### src/rtl/i2s_tx_pkg.sv
package i2s_tx_pkg;
  typedef enum logic [1:0] {
    FMT_I2S      = 2'd0,
    FMT_DSP_HALF = 2'd1,
    FMT_DSP_BIT  = 2'd2,
    FMT_DSP_SLOT = 2'd3
  } fmt_e;

  // smallest legal length code (4-bit samples)
  localparam int unsigned LEN_MIN_CODE = 3;
endpackage

### src/rtl/i2s_tx_clkgen.sv
module i2s_tx_clkgen #(
  parameter int unsigned HALF_DIV = 2
) (
  input  logic clk,
  input  logic rst_n,
  input  logic run,
  output logic tick,
  output logic sck_i
);
  localparam int unsigned PERIOD = 2 * HALF_DIV;
  localparam int unsigned CW     = $clog2(PERIOD + 1);

  logic [CW-1:0] dcnt;

  // one tick per bit period: start of a new bit, bit clock falls
  assign tick = run && (dcnt == '0);

  always_ff @(posedge clk or negedge rst_n) begin
    if (!rst_n) begin
      dcnt  <= '0;
      sck_i <= 1'b0;
    end else if (!run) begin
      dcnt  <= '0;
      sck_i <= 1'b0;
    end else begin
      dcnt <= (dcnt == CW'(PERIOD - 1)) ? '0 : dcnt + 1'b1;
      if (dcnt == CW'(HALF_DIV))
        sck_i <= 1'b1;
      else if (dcnt == '0)
        sck_i <= 1'b0;
    end
  end
endmodule

### src/rtl/i2s_tx_framer.sv
module i2s_tx_framer
  import i2s_tx_pkg::*;
#(
  parameter int unsigned LEN_W = 5
) (
  input  logic             clk,
  input  logic             rst_n,
  input  logic             run,
  input  logic             tick,
  input  logic [LEN_W-1:0] len_m1,
  input  fmt_e             fmt,
  input  logic             ljust,
  output logic             ws_i,
  output logic             start_l,
  output logic             start_r
);
  localparam int unsigned PW = LEN_W + 1;

  logic [PW-1:0] bpos, last, slot, nxt, pos;
  logic          delay, ws_nxt;

  assign last  = {len_m1, 1'b1};            // 2L-1
  assign slot  = {1'b0, len_m1} + 1'b1;     // L
  assign nxt   = (bpos >= last) ? '0 : bpos + 1'b1;
  assign delay = (fmt == FMT_I2S) && !ljust;
  // data position inside the frame for the bit about to start
  assign pos   = delay ? ((nxt == '0) ? last : nxt - 1'b1) : nxt;

  always_comb begin
    case (fmt)
      FMT_I2S:      ws_nxt = (nxt >= slot);
      FMT_DSP_HALF: ws_nxt = (nxt < slot);
      FMT_DSP_BIT:  ws_nxt = (nxt == '0);
      FMT_DSP_SLOT: ws_nxt = (nxt < slot);
      default:      ws_nxt = 1'b0;
    endcase
  end

  assign start_l = tick && (pos == '0);
  assign start_r = tick && (pos == slot);

  always_ff @(posedge clk or negedge rst_n) begin
    if (!rst_n) begin
      bpos <= '1;
      ws_i <= 1'b0;
    end else if (!run) begin
      bpos <= last;
      ws_i <= 1'b0;
    end else if (tick) begin
      bpos <= nxt;
      ws_i <= ws_nxt;
    end
  end
endmodule

### src/rtl/i2s_tx_shifter.sv
module i2s_tx_shifter #(
  parameter int unsigned DATA_W = 32,
  parameter int unsigned LEN_W  = 5
) (
  input  logic              clk,
  input  logic              rst_n,
  input  logic              run,
  input  logic              tick,
  input  logic              start_l,
  input  logic              start_r,
  input  logic [LEN_W-1:0]  len_m1,
  input  logic              swap,
  input  logic              mono,
  input  logic              pause_req,
  input  logic              in_valid,
  input  logic [DATA_W-1:0] in_data,
  output logic              in_ready,
  output logic              sd,
  output logic              paused,
  output logic              underflow
);
  localparam int unsigned HALF_W = DATA_W / 2;
  localparam int unsigned PW     = LEN_W + 1;

  logic [DATA_W-1:0] sreg, word, left_val, right_val, load_val, aligned;
  logic [HALF_W-1:0] hold_q, right_pk, lo, hi;
  logic [PW-1:0]     slot, shamt;
  logic              packed_mode, rd_l, rd_r, paused_q, underflow_q;

  assign slot        = {1'b0, len_m1} + 1'b1;
  assign shamt       = PW'(DATA_W) - slot;
  assign packed_mode = (len_m1 < LEN_W'(HALF_W));
  assign rd_l        = start_l && !pause_req;
  assign rd_r        = start_r && !paused_q && !packed_mode && !mono;
  assign in_ready    = run && (rd_l || rd_r);

  assign word = in_valid ? in_data : '0;
  assign lo   = word[HALF_W-1:0];
  assign hi   = word[DATA_W-1:HALF_W];

  always_comb begin
    if (!rd_l)
      left_val = '0;
    else if (!packed_mode)
      left_val = word;
    else if (swap && !mono)
      left_val = {{HALF_W{1'b0}}, hi};
    else
      left_val = {{HALF_W{1'b0}}, lo};
  end

  assign right_pk  = (mono || !rd_l) ? '0 : (swap ? lo : hi);
  assign right_val = packed_mode ? {{HALF_W{1'b0}}, hold_q} : (rd_r ? word : '0);
  assign load_val  = start_l ? left_val : right_val;
  assign aligned   = load_val << shamt;

  always_ff @(posedge clk or negedge rst_n) begin
    if (!rst_n) begin
      sreg        <= '0;
      sd          <= 1'b0;
      hold_q      <= '0;
      paused_q    <= 1'b0;
      underflow_q <= 1'b0;
    end else if (!run) begin
      sreg        <= '0;
      sd          <= 1'b0;
      hold_q      <= '0;
      paused_q    <= 1'b0;
      underflow_q <= 1'b0;
    end else begin
      if (start_l || start_r) begin
        sd   <= aligned[DATA_W-1];
        sreg <= aligned << 1;
      end else if (tick) begin
        sd   <= sreg[DATA_W-1];
        sreg <= sreg << 1;
      end
      if (start_l) begin
        paused_q <= pause_req;
        hold_q   <= right_pk;
      end
      if ((rd_l || rd_r) && !in_valid)
        underflow_q <= 1'b1;
    end
  end

  assign paused    = paused_q;
  assign underflow = underflow_q;
endmodule

### src/rtl/i2s_tx_top.sv
module i2s_tx_top
  import i2s_tx_pkg::*;
#(
  parameter int unsigned HALF_DIV = 2,
  parameter int unsigned DATA_W   = 32
) (
  input  logic                       clk,
  input  logic                       rst_n,
  input  logic                       cfg_en,
  input  logic                       cfg_pause,
  input  logic [1:0]                 cfg_fmt,
  input  logic [$clog2(DATA_W)-1:0]  cfg_len_m1,
  input  logic                       cfg_swap,
  input  logic                       cfg_mono,
  input  logic                       cfg_ljust,
  input  logic                       cfg_sck_inv,
  input  logic                       cfg_ws_inv,
  input  logic                       in_valid,
  output logic                       in_ready,
  input  logic [DATA_W-1:0]          in_data,
  output logic                       sck,
  output logic                       ws,
  output logic                       sd,
  output logic                       paused,
  output logic                       underflow
);
  localparam int unsigned LEN_W = $clog2(DATA_W);

  logic run, tick, sck_i, ws_i, start_l, start_r;

  assign run = cfg_en && (cfg_len_m1 >= LEN_W'(LEN_MIN_CODE));

  i2s_tx_clkgen #(.HALF_DIV(HALF_DIV)) u_clk (
    .clk   (clk),
    .rst_n (rst_n),
    .run   (run),
    .tick  (tick),
    .sck_i (sck_i)
  );

  i2s_tx_framer #(.LEN_W(LEN_W)) u_frm (
    .clk     (clk),
    .rst_n   (rst_n),
    .run     (run),
    .tick    (tick),
    .len_m1  (cfg_len_m1),
    .fmt     (fmt_e'(cfg_fmt)),
    .ljust   (cfg_ljust),
    .ws_i    (ws_i),
    .start_l (start_l),
    .start_r (start_r)
  );

  i2s_tx_shifter #(.DATA_W(DATA_W), .LEN_W(LEN_W)) u_shf (
    .clk       (clk),
    .rst_n     (rst_n),
    .run       (run),
    .tick      (tick),
    .start_l   (start_l),
    .start_r   (start_r),
    .len_m1    (cfg_len_m1),
    .swap      (cfg_swap),
    .mono      (cfg_mono),
    .pause_req (cfg_pause),
    .in_valid  (in_valid),
    .in_data   (in_data),
    .in_ready  (in_ready),
    .sd        (sd),
    .paused    (paused),
    .underflow (underflow)
  );

  assign sck = sck_i ^ cfg_sck_inv;
  assign ws  = ws_i ^ cfg_ws_inv;
endmodule

### config.mk
export PLATFORM = sky130hd
export DESIGN_NAME = i2s_tx_top
export DESIGN_NICKNAME = d
export VERILOG_FILES = /design/src/rtl/i2s_tx_pkg.sv /design/src/rtl/i2s_tx_clkgen.sv /design/src/rtl/i2s_tx_framer.sv /design/src/rtl/i2s_tx_shifter.sv /design/src/rtl/i2s_tx_top.sv
export SDC_FILE = /design/constraint.sdc
export NUM_CORES = 1
export LEC_CHECK = 0
export ABC_AREA = 1
export CAP_MARGIN = 20
export CORE_MARGIN = 2
export CORE_UTILIZATION = 52
export CTS_BUF_LIST = sky130_fd_sc_hd__clkbuf_8
export DETAILED_ROUTE_END_ITERATION = 7
export DONT_BUFFER_PORTS = 1
export PLACE_DENSITY = 0.79
export RECOVER_POWER = 50
export SLEW_MARGIN = 20
export SYNTH_ARGS = -nofsm -noshare
export SYNTH_HDL_FRONTEND = slang
export SYNTH_HIERARCHICAL = 1
export SYNTH_SLANG_ARGS = --single-unit
### constraint.sdc
create_clock -name clk -period 4.68 [get_ports clk]
set_input_delay 0.234 -clock clk [delete_from_list [all_inputs] [get_ports clk]]
set_output_delay 0.234 -clock clk [all_outputs]
set_load 0.02 [all_outputs]
# Yosys cells after proc, flatten, opt, wreduce, memory -nomap -nowiden
# Cells that the tools add are included.
[op_classes] n_addsub=5 n_lt_le_gt_ge=5 eq_ne=11 shifts=1 mux=34 n_bitwise=2 n_reduce_logical=27
[op_table] cell="$mux 32" count=9
[op_table] cell="$mux 16" count=5
[op_table] cell="$shl 32x6->32" count=1
[op_table] cell="$mux 6" count=5
[op_table] cell="$ge 6x6->1" count=2
[op_table] cell="$logic_and 1x1->1" count=12
[op_table] cell="$logic_not 6->1" count=2
[op_table] cell="$mux 1" count=12
[op_table] cell="$logic_not 1->1" count=7
[op_table] cell="$add 5x1->6 const B" count=1
[op_table] cell="$add 6x1->6 const B" count=1
[op_table] cell="$eq 3x2->1 const B" count=2
[op_table] cell="$eq 6x6->1" count=1
[op_table] cell="$lt 6x6->1" count=1
[op_table] cell="$mux 3" count=2
[op_table] cell="$ne 2x1->1 const B" count=3
[op_table] cell="$sub 6x1->6 const B" count=1
[op_table] cell="$sub 6x6->6 const A" count=1
[op_table] cell="$ge 5x2->1 const B" count=1
[op_table] cell="$lt 5x5->1 const B" count=1
[op_table] cell="$eq 2x2->1 const B" count=2
[op_table] cell="$add 3x1->3 const B" count=1
[op_table] cell="$logic_not 3->1" count=1
[op_table] cell="$logic_or 1x1->1" count=3
[op_table] cell="other kinds (7)" count=8
[word_totals] reg_bits=62 word_cells=94

# Depth between registers and ports, before layout
# Gate-level depths: netlist of run 1.
[depth] word_depth=16 mapped_depth=35 ltp_nobuf=34

# Cells and area by module
# The synthesis of run 1 kept the hierarchy.
[by_module_without_submodules] module="i2s_tx_shifter" instances=1 cells_per_inst=842 area_each_um2=4901.0 seq_area_each_um2=1251.2
[by_module_without_submodules] module="i2s_tx_framer" instances=1 cells_per_inst=209 area_each_um2=1313.8 seq_area_each_um2=182.7
[by_module_without_submodules] module="i2s_tx_clkgen" instances=1 cells_per_inst=22 area_each_um2=206.4 seq_area_each_um2=100.1
[by_module_without_submodules] module="i2s_tx_top" instances=1 cells_per_inst=8 area_each_um2=41.3 seq_area_each_um2=0.0

# Worst setup path after synthesis of run 1
# OpenSTA, ideal clock, no wires.
[synth_path] kind="register -> register" from="register u_frm.bpos[3]" to="register u_shf.sreg[23]" setup_time_ps=66 arrival_ps=3541 required_ps=4614 slack_ps=1074 path_stages_with_launch=32 n_path_buf=2 period_less_slack_ps=3606 cell_sequence="dfstp_2 > ha_1 > nand2_1 > nand2_1 > nand2_1 > nand2_2 > nor2_8 > nand2_1 > ha_1 > inv_1 > nor2_2 > xor2_1 > inv_1 > nand2_1 > nand3_1 > nor2_1 > nand4_1 > nor2_1 > buf_4 > nand2_4 > inv_1 > buf_4 > nand3_1 > nand3_1 > nand3_1 > nand2_1 > nand2_1 > nand2_1 > nand2_1 > a21oi_1 > nand2_1 > nand2_1"
[synth_lines] element="from (decl)" line_no="i2s_tx_framer.sv:19" text="logic [PW-1:0] bpos, last, slot, nxt, pos;"
[synth_lines] element="from (signal assigned)" line_no="i2s_tx_framer.sv:47" text="bpos <= last;"
[synth_lines] element="from (signal assigned)" line_no="i2s_tx_framer.sv:50" text="bpos <= nxt;"
[synth_lines] element="$add 6x1->6 or $ge 6x6->1 (tied branches)" line_no="i2s_tx_framer.sv:24" text="assign nxt = (bpos >= last) ? '0 : bpos + 1'b1;"
[synth_lines] element="$mux 6 (*)" line_no="i2s_tx_framer.sv:24"
[synth_lines] element="$sub 6x1->6 or $logic_not 6->1 (tied branches)" line_no="i2s_tx_framer.sv:27" text="assign pos = delay ? ((nxt == '0) ? last : nxt - 1'b1) : nxt;"
[synth_lines] element="$mux 6" line_no="i2s_tx_framer.sv:27"
[synth_lines] element="$mux 6 (*)" line_no="i2s_tx_framer.sv:27"
[synth_lines] element="$logic_not 6->1 (*)" line_no="i2s_tx_framer.sv:39" text="assign start_l = tick && (pos == '0);"
[synth_lines] element="$logic_and 1x1->1 (*)" line_no="i2s_tx_framer.sv:39"
[synth_lines] element="via start_l" line_no="i2s_tx_top.sv:29" text="logic run, tick, sck_i, ws_i, start_l, start_r;"
[synth_lines] element="$logic_and 1x1->1" line_no="i2s_tx_shifter.sv:33" text="assign rd_l = start_l && !pause_req;"
[synth_lines] element="$mux 32" line_no="i2s_tx_shifter.sv:42" text="if (!rd_l)"
[synth_lines] element="$mux 32" line_no="i2s_tx_shifter.sv:54" text="assign load_val = start_l ? left_val : right_val;"
[synth_lines] element="$shl 32x6->32" line_no="i2s_tx_shifter.sv:55" text="assign aligned = load_val << shamt;"
[synth_lines] element="$mux 32" line_no="i2s_tx_shifter.sv:71" text="if (start_l || start_r) begin"
[synth_lines] element="$mux 32" line_no="i2s_tx_shifter.sv:64" text="end else if (!run) begin"
[synth_lines] element="to (signal assigned)" line_no="i2s_tx_shifter.sv:73" text="sreg <= aligned << 1;"
[synth_lines] element="to (signal assigned)" line_no="i2s_tx_shifter.sv:76" text="sreg <= sreg << 1;"
[synth_lines] element="to (decl)" line_no="i2s_tx_shifter.sv:25" text="logic [DATA_W-1:0] sreg, word, left_val, right_val, load_val, aligned;"
# The timed path passes the listed nets; every way through them passes the cells marked *.
# A chain may end at the register's enable or synchronous reset.

# Worst setup path in the final report of run 1
[layout_path] from="register u_frm.bpos[3]" to="register u_shf.sreg[28]"
[layout_between] elab_chain_len=16
[layout_lines] element="$add 6x1->6 or $ge 6x6->1 (tied branches)" line_no="i2s_tx_framer.sv:24"
[layout_lines] element="$mux 6 (*)" line_no="i2s_tx_framer.sv:24"
[layout_lines] element="$sub 6x1->6 or $logic_not 6->1 (tied branches)" line_no="i2s_tx_framer.sv:27"
[layout_lines] element="$mux 6" line_no="i2s_tx_framer.sv:27"
[layout_lines] element="$mux 6 (*)" line_no="i2s_tx_framer.sv:27"
[layout_lines] element="$eq 6x6->1 (*)" line_no="i2s_tx_framer.sv:40" text="assign start_r = tick && (pos == slot);"
[layout_lines] element="$logic_and 1x1->1 (*)" line_no="i2s_tx_framer.sv:40"
[layout_lines] element="via start_r" line_no="i2s_tx_top.sv:29"
[layout_lines] element="$logic_and 1x1->1 (3 in series)" line_no="i2s_tx_shifter.sv:34" text="assign rd_r = start_r && !paused_q && !packed_mode && !mono;"
[layout_lines] element="$mux 32 (2 in series)" line_no="i2s_tx_shifter.sv:53" text="assign right_val = packed_mode ? {{HALF_W{1'b0}}, hold_q} : (rd_r ? word : '0);"
[layout_lines] element="$mux 32" line_no="i2s_tx_shifter.sv:54"
[layout_lines] element="$shl 32x6->32" line_no="i2s_tx_shifter.sv:55"
[layout_lines] element="$mux 32" line_no="i2s_tx_shifter.sv:71"
[layout_lines] element="$mux 32" line_no="i2s_tx_shifter.sv:64"
# Marks and branches as above.

==> impl_metrics.toml, run 1 <==
[detailed_routing]
avgRoutedWirePerCell_um = 16.01
dr.first_iter.drc_count = 894
route.detailed.drc = 0
num_vias = 7148
drtPass1Iterations = 6
routed_via_density = 5.883
wl_um = 19460
ant_nets = 0

[floorplan]
die_w_um = 115.5
initial_core_util_pct = 53.58
core_area_um2 = 12060
ioPinCount = 55
rows = 40
die_y_um = 115.5
dieArea_um2 = 13340

[cts]
cts-buffers-inserted = 9
path_clk_slew_ns = 0.08
cts_root_buf = "clkbuf_8"
htreeDepth = 3
cts_tree = "yes"
cts_buffer_depth = 2
clk_latency_ns = 0.37
clock_sinks = 61

[power]
power.leakage_nw = 3.470
ir_drop_uv = 165.2
powerDensity_nw_per_um2 = 261.1

[final_layout]
fillerInstances = 1241
design_area_um2 = 6690
layout-drive-gt1-share_pct = 7.832
multi_input_area_um2 = 4265
ff_latch_area_um2 = 1534
antenna_cells = 0
area_growth_pct = 3.524
finalNetCount = 1108

[global_route]
use_met3_pct = 6.224
grt.overflow.total = 0
grt_max_degree = 62
use_met1_pct = 40.26
antenna_found_initial = 0
grt_pass1_vias = 6735
busiest_layer = "met2"
track_usage_pct = 30.59
grt_pass1_wl_um = 32490
use_met2_pct = 48.73

[run_status]
outcome = "finished with violations"
failed_checks = "max-capacitance violations, max-slew violations"

[sta]
fin_crit_ns = 4.301
fmax_mhz = 232.5
setup-tns-final_ns = 0
period_share_pct = 91.89
setup_viol = 0
finClkSkew_ns = 0.01205
slew_violations = 62
finalHoldViolCount = 0
hold_slack_ns = 0.05470
worst_pin_slew_ns = 3.495
worst_slew_margin_rel_pct = -133.0

[flow_run]
drv_cap = 1

[setup_path]
worst_path_most_repeated_cell = "nand2_1"
worstPathMaxFanout = 12
crit_required_ns = 4.94
worstPathArrival_ns = 4.56
cp_top_family = "simple AND/OR/NAND/NOR gates"
crit_path_max_incr_delay_ns = 0.59
cp-start-kind = "flop"
path_class = "flop to flop"
path_buf_inv = 3
setup.worst_path.end_class = "flop"
cp_slowest_cell = "dfstp_2"

[synth]
synth_cell_type_count = 41
synth_top_cells_by_count = "373 x nand2_1, 237 x nand3_1, 88 x inv_1"
synth.top_cell.area_share_pct = 21.67
async_flop_share_pct = 100.0
synth_compound_area_share_pct = 10.18
synthesis.area_um2 = 6462
synth.most_common_cell = "nand2_1"
avgSynthCellArea_um2 = 5.978
synth.net_count = 1147
synth-edff-count = 0
synth-simple-area-share_pct = 51.40
ys.warnings.count = 6
yosysSeqAreaShare_pct = 23.74
synth_ff_type = "dfrtp_1"
synthCells = 1081
synth_top_family_by_area = "simple AND/OR/NAND/NOR gates"
synth_area_leaders = "nand2_1 22%, dfrtp_1 21%, nand3_1 18%"
synthMuxAreaShare_pct = 0
netlist.top_cell.by_area = "nand2_1"
synth_xor_area_share_pct = 0.8132
synth_fa_ha_area_share_pct = 3.291
ys_seq_elements = 61

[place]
dp_hpwl_um = 13820
io_buffers = 0
place_area_um2 = 6435
gp_congestion = 0.9760

[worst_hold_path]
hold_path_class = "input port to flop"
layer usage:
layer  up-vias  wire length (um)
li1       3486                 -
met1      3236              8298
met2       354              8846
met3        72              1566
met4         0               745
met5         -                 0
final timing paths:
kind / startpoint / end / slack, ns / cells past startpoint
setup / recovery: u_frm/bpos[3] / u_shf/sreg[28] / 0.38 / 33
hold / removal: in_valid / u_shf/hold_q[15] / 0.05 / 2
setup reg to reg: u_frm/bpos[3] / u_shf/sreg[28] / 0.38 / 33
hold reg to reg: u_clk/dcnt[0] / u_clk/dcnt[0] / 0.46 / 1
max in group asynchronous: rst_n / u_shf/sreg[14] / 1.07 / 2
min in group asynchronous: rst_n / u_shf/sreg[24] / 1.64 / 2
through the flow:
stage	total power, mW	setup slack, ns	instances	utilization (%)
after floorplan	1.127	1.074	1081	-
after global placement	1.216	0.4310	1196	53.35
after detailed placement	1.225	0.2932	1196	53.35
after CTS	1.744	0.2702	1214	55.34
after global routing	1.867	-0.004112	1215	55.47
final	1.747	0.3794	1215	55.47
cell type report:
class                           instances  area share [%]
Timing Repair Buffer                   12           1.515
Multi-Input combinational cell        860           63.76
Clock buffer                           11           2.263
Sequential cell                        61           22.93
Clock inverter                          5          0.7668
Tap cell                              168           3.142
Inverter                               98           5.629
state kept, by name, indices dropped and copies added (netlist names):
name             count
u_shf/sreg          31
u_shf/hold_q        16
u_frm/bpos           6
u_clk/dcnt           3
u_clk/sck_i          1
u_frm/ws_i           1
u_shf/paused         1
u_shf/sd             1
u_shf/underflow      1
cells in the final DEF, fill, tap and decap left out, types with 4 or more instances in the layout:
master and instances:
clkbuf_8 11, nand3_1 236, nand2_1 374, nand4_1 14, nor2_1 54, nand3b_1 7
o221ai_1 4, buf_4 9, dfrtp_1 55, nand3_2 10, nand2_4 4, xor2_1 6
dfstp_2 6, nor3_1 6, a21oi_1 28, inv_2 9, ha_1 17, o22ai_1 18
nand2_2 5, inv_1 88, nor2_4 4, o211ai_1 7, nor2_2 4, o21ai_0 42
repair_timing:
item	4_1_cts	5_1_grt
setup endpoints to repair	0	31
gates resized for setup	0	8
setup buffers	0	1
hold buffers	2	0
endpoints found under the hold margin	61	0
kinds of logic (layout without fill, tap and decap cells):
family          count (synthesis)  after routing
buf+inv                       160            126
xor+xnor                        6              6
fa+ha+maj                      17             17
compound gates                111            111
flops                          61             61
simple gates                  726            726
where the power goes:
part / total, mW / switching, mW / internal, mW
registers: 0.604 / 0.0326 / 0.571
logic: 0.640 / 0.434 / 0.206
clock network: 0.503 / 0.232 / 0.271
Note: power is estimated with default switching activity, not from simulation.
==> run 2: changes to the inputs <==
--- a/config.mk
+++ b/config.mk
@@ -5,7 +5,6 @@
 export SDC_FILE = /design/constraint.sdc
 export NUM_CORES = 1
 export LEC_CHECK = 0
-export ABC_AREA = 1
 export CAP_MARGIN = 20
 export CORE_MARGIN = 2
 export CORE_UTILIZATION = 52
==> impl_metrics.toml, run 2 <==
[synth]
ys_seq_elements = 61
yosysSeqAreaShare_pct = 26.47
synth_ff_type = "dfrtp_1"
synth.most_common_cell = "nand2_1"
avgSynthCellArea_um2 = 8.846
synth_area_leaders = "dfrtp_1 24%, mux2i_1 8.1%, mux4_2 7.4%"
async_flop_share_pct = 100.0
synth-edff-count = 0
ys.warnings.count = 6
synth_compound_area_share_pct = 27.08
synthMuxAreaShare_pct = 18.74
synth_top_cells_by_count = "70 x nand2_1, 55 x dfrtp_1, 47 x mux2i_1, 47 x o21ai_0, 40 x a21oi_1"
synth.net_count = 721
synth_cell_type_count = 83
netlist.top_cell.by_area = "dfrtp_1"
synth.top_cell.area_share_pct = 23.75
synthCells = 655
synth-simple-area-share_pct = 15.27
synthesis.area_um2 = 5794
synth_top_family_by_area = "compound AO/OA/AOI/OAI gates"
synth_fa_ha_area_share_pct = 3.671
synth_xor_area_share_pct = 2.850

[detailed_routing]
routed_via_density = 7.107
drtPass1Iterations = 6
route.detailed.drc = 0
avgRoutedWirePerCell_um = 23.20
num_vias = 6048
ant_nets = 0
dr.first_iter.drc_count = 816
wl_um = 19740

[cts]
htreeDepth = 3
cts_root_buf = "clkbuf_8"
cts_buffer_depth = 2
clk_latency_ns = 0.37
clock_sinks = 61
cts_tree = "yes"
path_clk_slew_ns = 0.08
cts-buffers-inserted = 9

[final_layout]
layout_commonest_cell = "buf_4"
layout-drive-gt1-share_pct = 31.79
final_cell_mix = "68 x buf_4, 63 x nand2_1, 55 x dfrtp_1"
antenna_cells = 0
design_area_um2 = 7148
final_cell_count_no_fill = 851
regMostFlops = "u_shf/sreg"
area_growth_pct = 23.36
largest_reg_flops = 31
top_regs = "u_shf/sreg x31, u_shf/hold_q x16, u_frm/bpos x6"
finalNetCount = 772

[sta]
fmax_mhz = 200.1
worst_pin_slew_ns = 3.438
finalHoldViolCount = 0
slew_violations = 62
setup_viol = 28
fin_crit_ns = 4.997
worst_slew_margin_rel_pct = -129.2
period_share_pct = 106.8
finClkSkew_ns = 0.008603
setup_slack_ns = -0.3167
hold_slack_ns = 0.06468
rsz0062_at_grt = "true"

[worst_hold_path]
hold_path_class = "input port to flop"

[place]
pre_cts_ws_ns = -0.4097
place_area_um2 = 6340
gp_congestion = 1.063
dp_hpwl_um = 13320
io_buffers = 0
dpl.cell_count = 812

[power]
power_mw = 1.754
power.leakage_nw = 2.866
powerDensity_nw_per_um2 = 245.3
ir_drop_uv = 154.3

[global_route]
track_usage_pct = 32.61
grt_pass1_wl_um = 30180
grt_max_degree = 62
antenna_found_initial = 0
grt.overflow.total = 0
grt_pass1_vias = 5662

[floorplan]
die_w_um = 109.6
die_y_um = 109.6
core_area_um2 = 10840
initial_core_util_pct = 53.45
ioPinCount = 55
rows = 38
dieArea_um2 = 12000

[setup_path]
path_class = "flop to flop"
worstPathArrival_ns = 5.30
worstPathMaxFanout = 5
cp-start-kind = "flop"
crit_required_ns = 4.98
r2r_slack_ns = -0.32
setup.worst_path.end_class = "flop"

[run_status]
failed_checks = "max-capacitance violations, max-slew violations, negative setup slack"
outcome = "finished with violations"

[flow_run]
drv_cap = 1
==> run 2: cell count changes after synthesis, moves of 16 or more <==
cell	change
nand3_1	-223
buf_2	-16
inv_1	-70
nor2_1	-18
mux2i_1	+47
mux4_2	+19
nand2_1	-303
==> run 2: metrics by stage <==
step | setup TNS, ns | util [%]
2_1_floorplan | -0.007860 | -
3_3_place_gp | -3.925 | 58.48
3_5_place_dp | -5.779 | 58.48
4_1_cts | -0.5113 | 62.58
5_1_grt | -8.672 | 65.94
6_report | -5.073 | 65.94
==> run 2: power by group <==
part | switching [mW] | internal, mW | total (mW) | leakage [nW]
Clock | 0.249 | 0.204 | 0.454 | 0.0857
Combinational | 0.396 | 0.319 | 0.715 | 1.95
Sequential | 0.0248 | 0.560 | 0.585 | 0.827
Total | 0.670 | 1.08 | 1.75 | 2.87
==> run 2: repair_timing <==
item / CTS / global route
hold buffers: 7 / 0
gates cloned: 1 / 2
endpoints found under the setup margin: 29 / 31
pin swaps: 15 / 28
endpoints found under the hold margin: 66 / 0
buffers inserted: 7 / 6
gates resized for setup: 22 / 61
==> run 2: cell families (layout without fill, tap and decap cells) <==
logic type      count (synthesis)  after routing
flops                          61             61
fa+ha+maj                      17             17
simple gates                  182            182
mux                            80             80
xor+xnor                       18             18
compound gates                225            225
buf+inv                        72            128
==> run 2: layer usage <==
metal	global-route usage (%)	wire (um)	share of wire, %	up-vias
li1	-	-	-	2614
met1	42.74	7697	39	2994
met2	53.31	9532	48	370
met3	6.698	1774	9.0	70
met4	11.93	737	3.7	0
met5	0	0	0	-
==> run 2: worst max-delay path, stage by stage (launching register included) <==
cell	delay (ns)
dfstp_2	0.56
ha_4	0.15
nand4_1	0.15
o22ai_4	0.17
nor2_4	0.07
buf_4	0.13
buf_4	0.13
buf_6	0.11
a21o_1	0.17
a221o_1	0.34
xnor2_1	0.20
nand4_1	0.17
a2111oi_4	0.24
and4bb_2	0.28
a32o_2	0.25
buf_6	0.15
clkbuf_16	0.15
a21oi_1	0.13
mux4_2	0.54
mux4_2	0.54
o21ai_2	0.14
and3_1	0.17
==> run 2: path summary, 6_finish.rpt <==
path                                     start              to  cells after the start
max in group asynchronous                rst_n   u_shf/sreg[1]                      2
worst max register to register   u_frm/bpos[3]        u_shf/sd                     21
worst max-delay path             u_frm/bpos[3]        u_shf/sd                     21
min in group asynchronous                rst_n      u_frm/ws_i                      2
worst min register to register  u_shf/sreg[27]  u_shf/sreg[27]                      2
worst min-delay path             cfg_len_m1[3]  u_shf/sreg[20]                      2
==> run 2: area by class of cell <==
cell class	instances	area, um^2
Clock buffer	10	137.6
Clock inverter	6	40.04
Fill cell	842	3692
Inverter	20	77.57
Multi-Input combinational cell	522	4357
Sequential cell	61	1534
Tap cell	140	175.2
Timing Repair Buffer	92	827.0
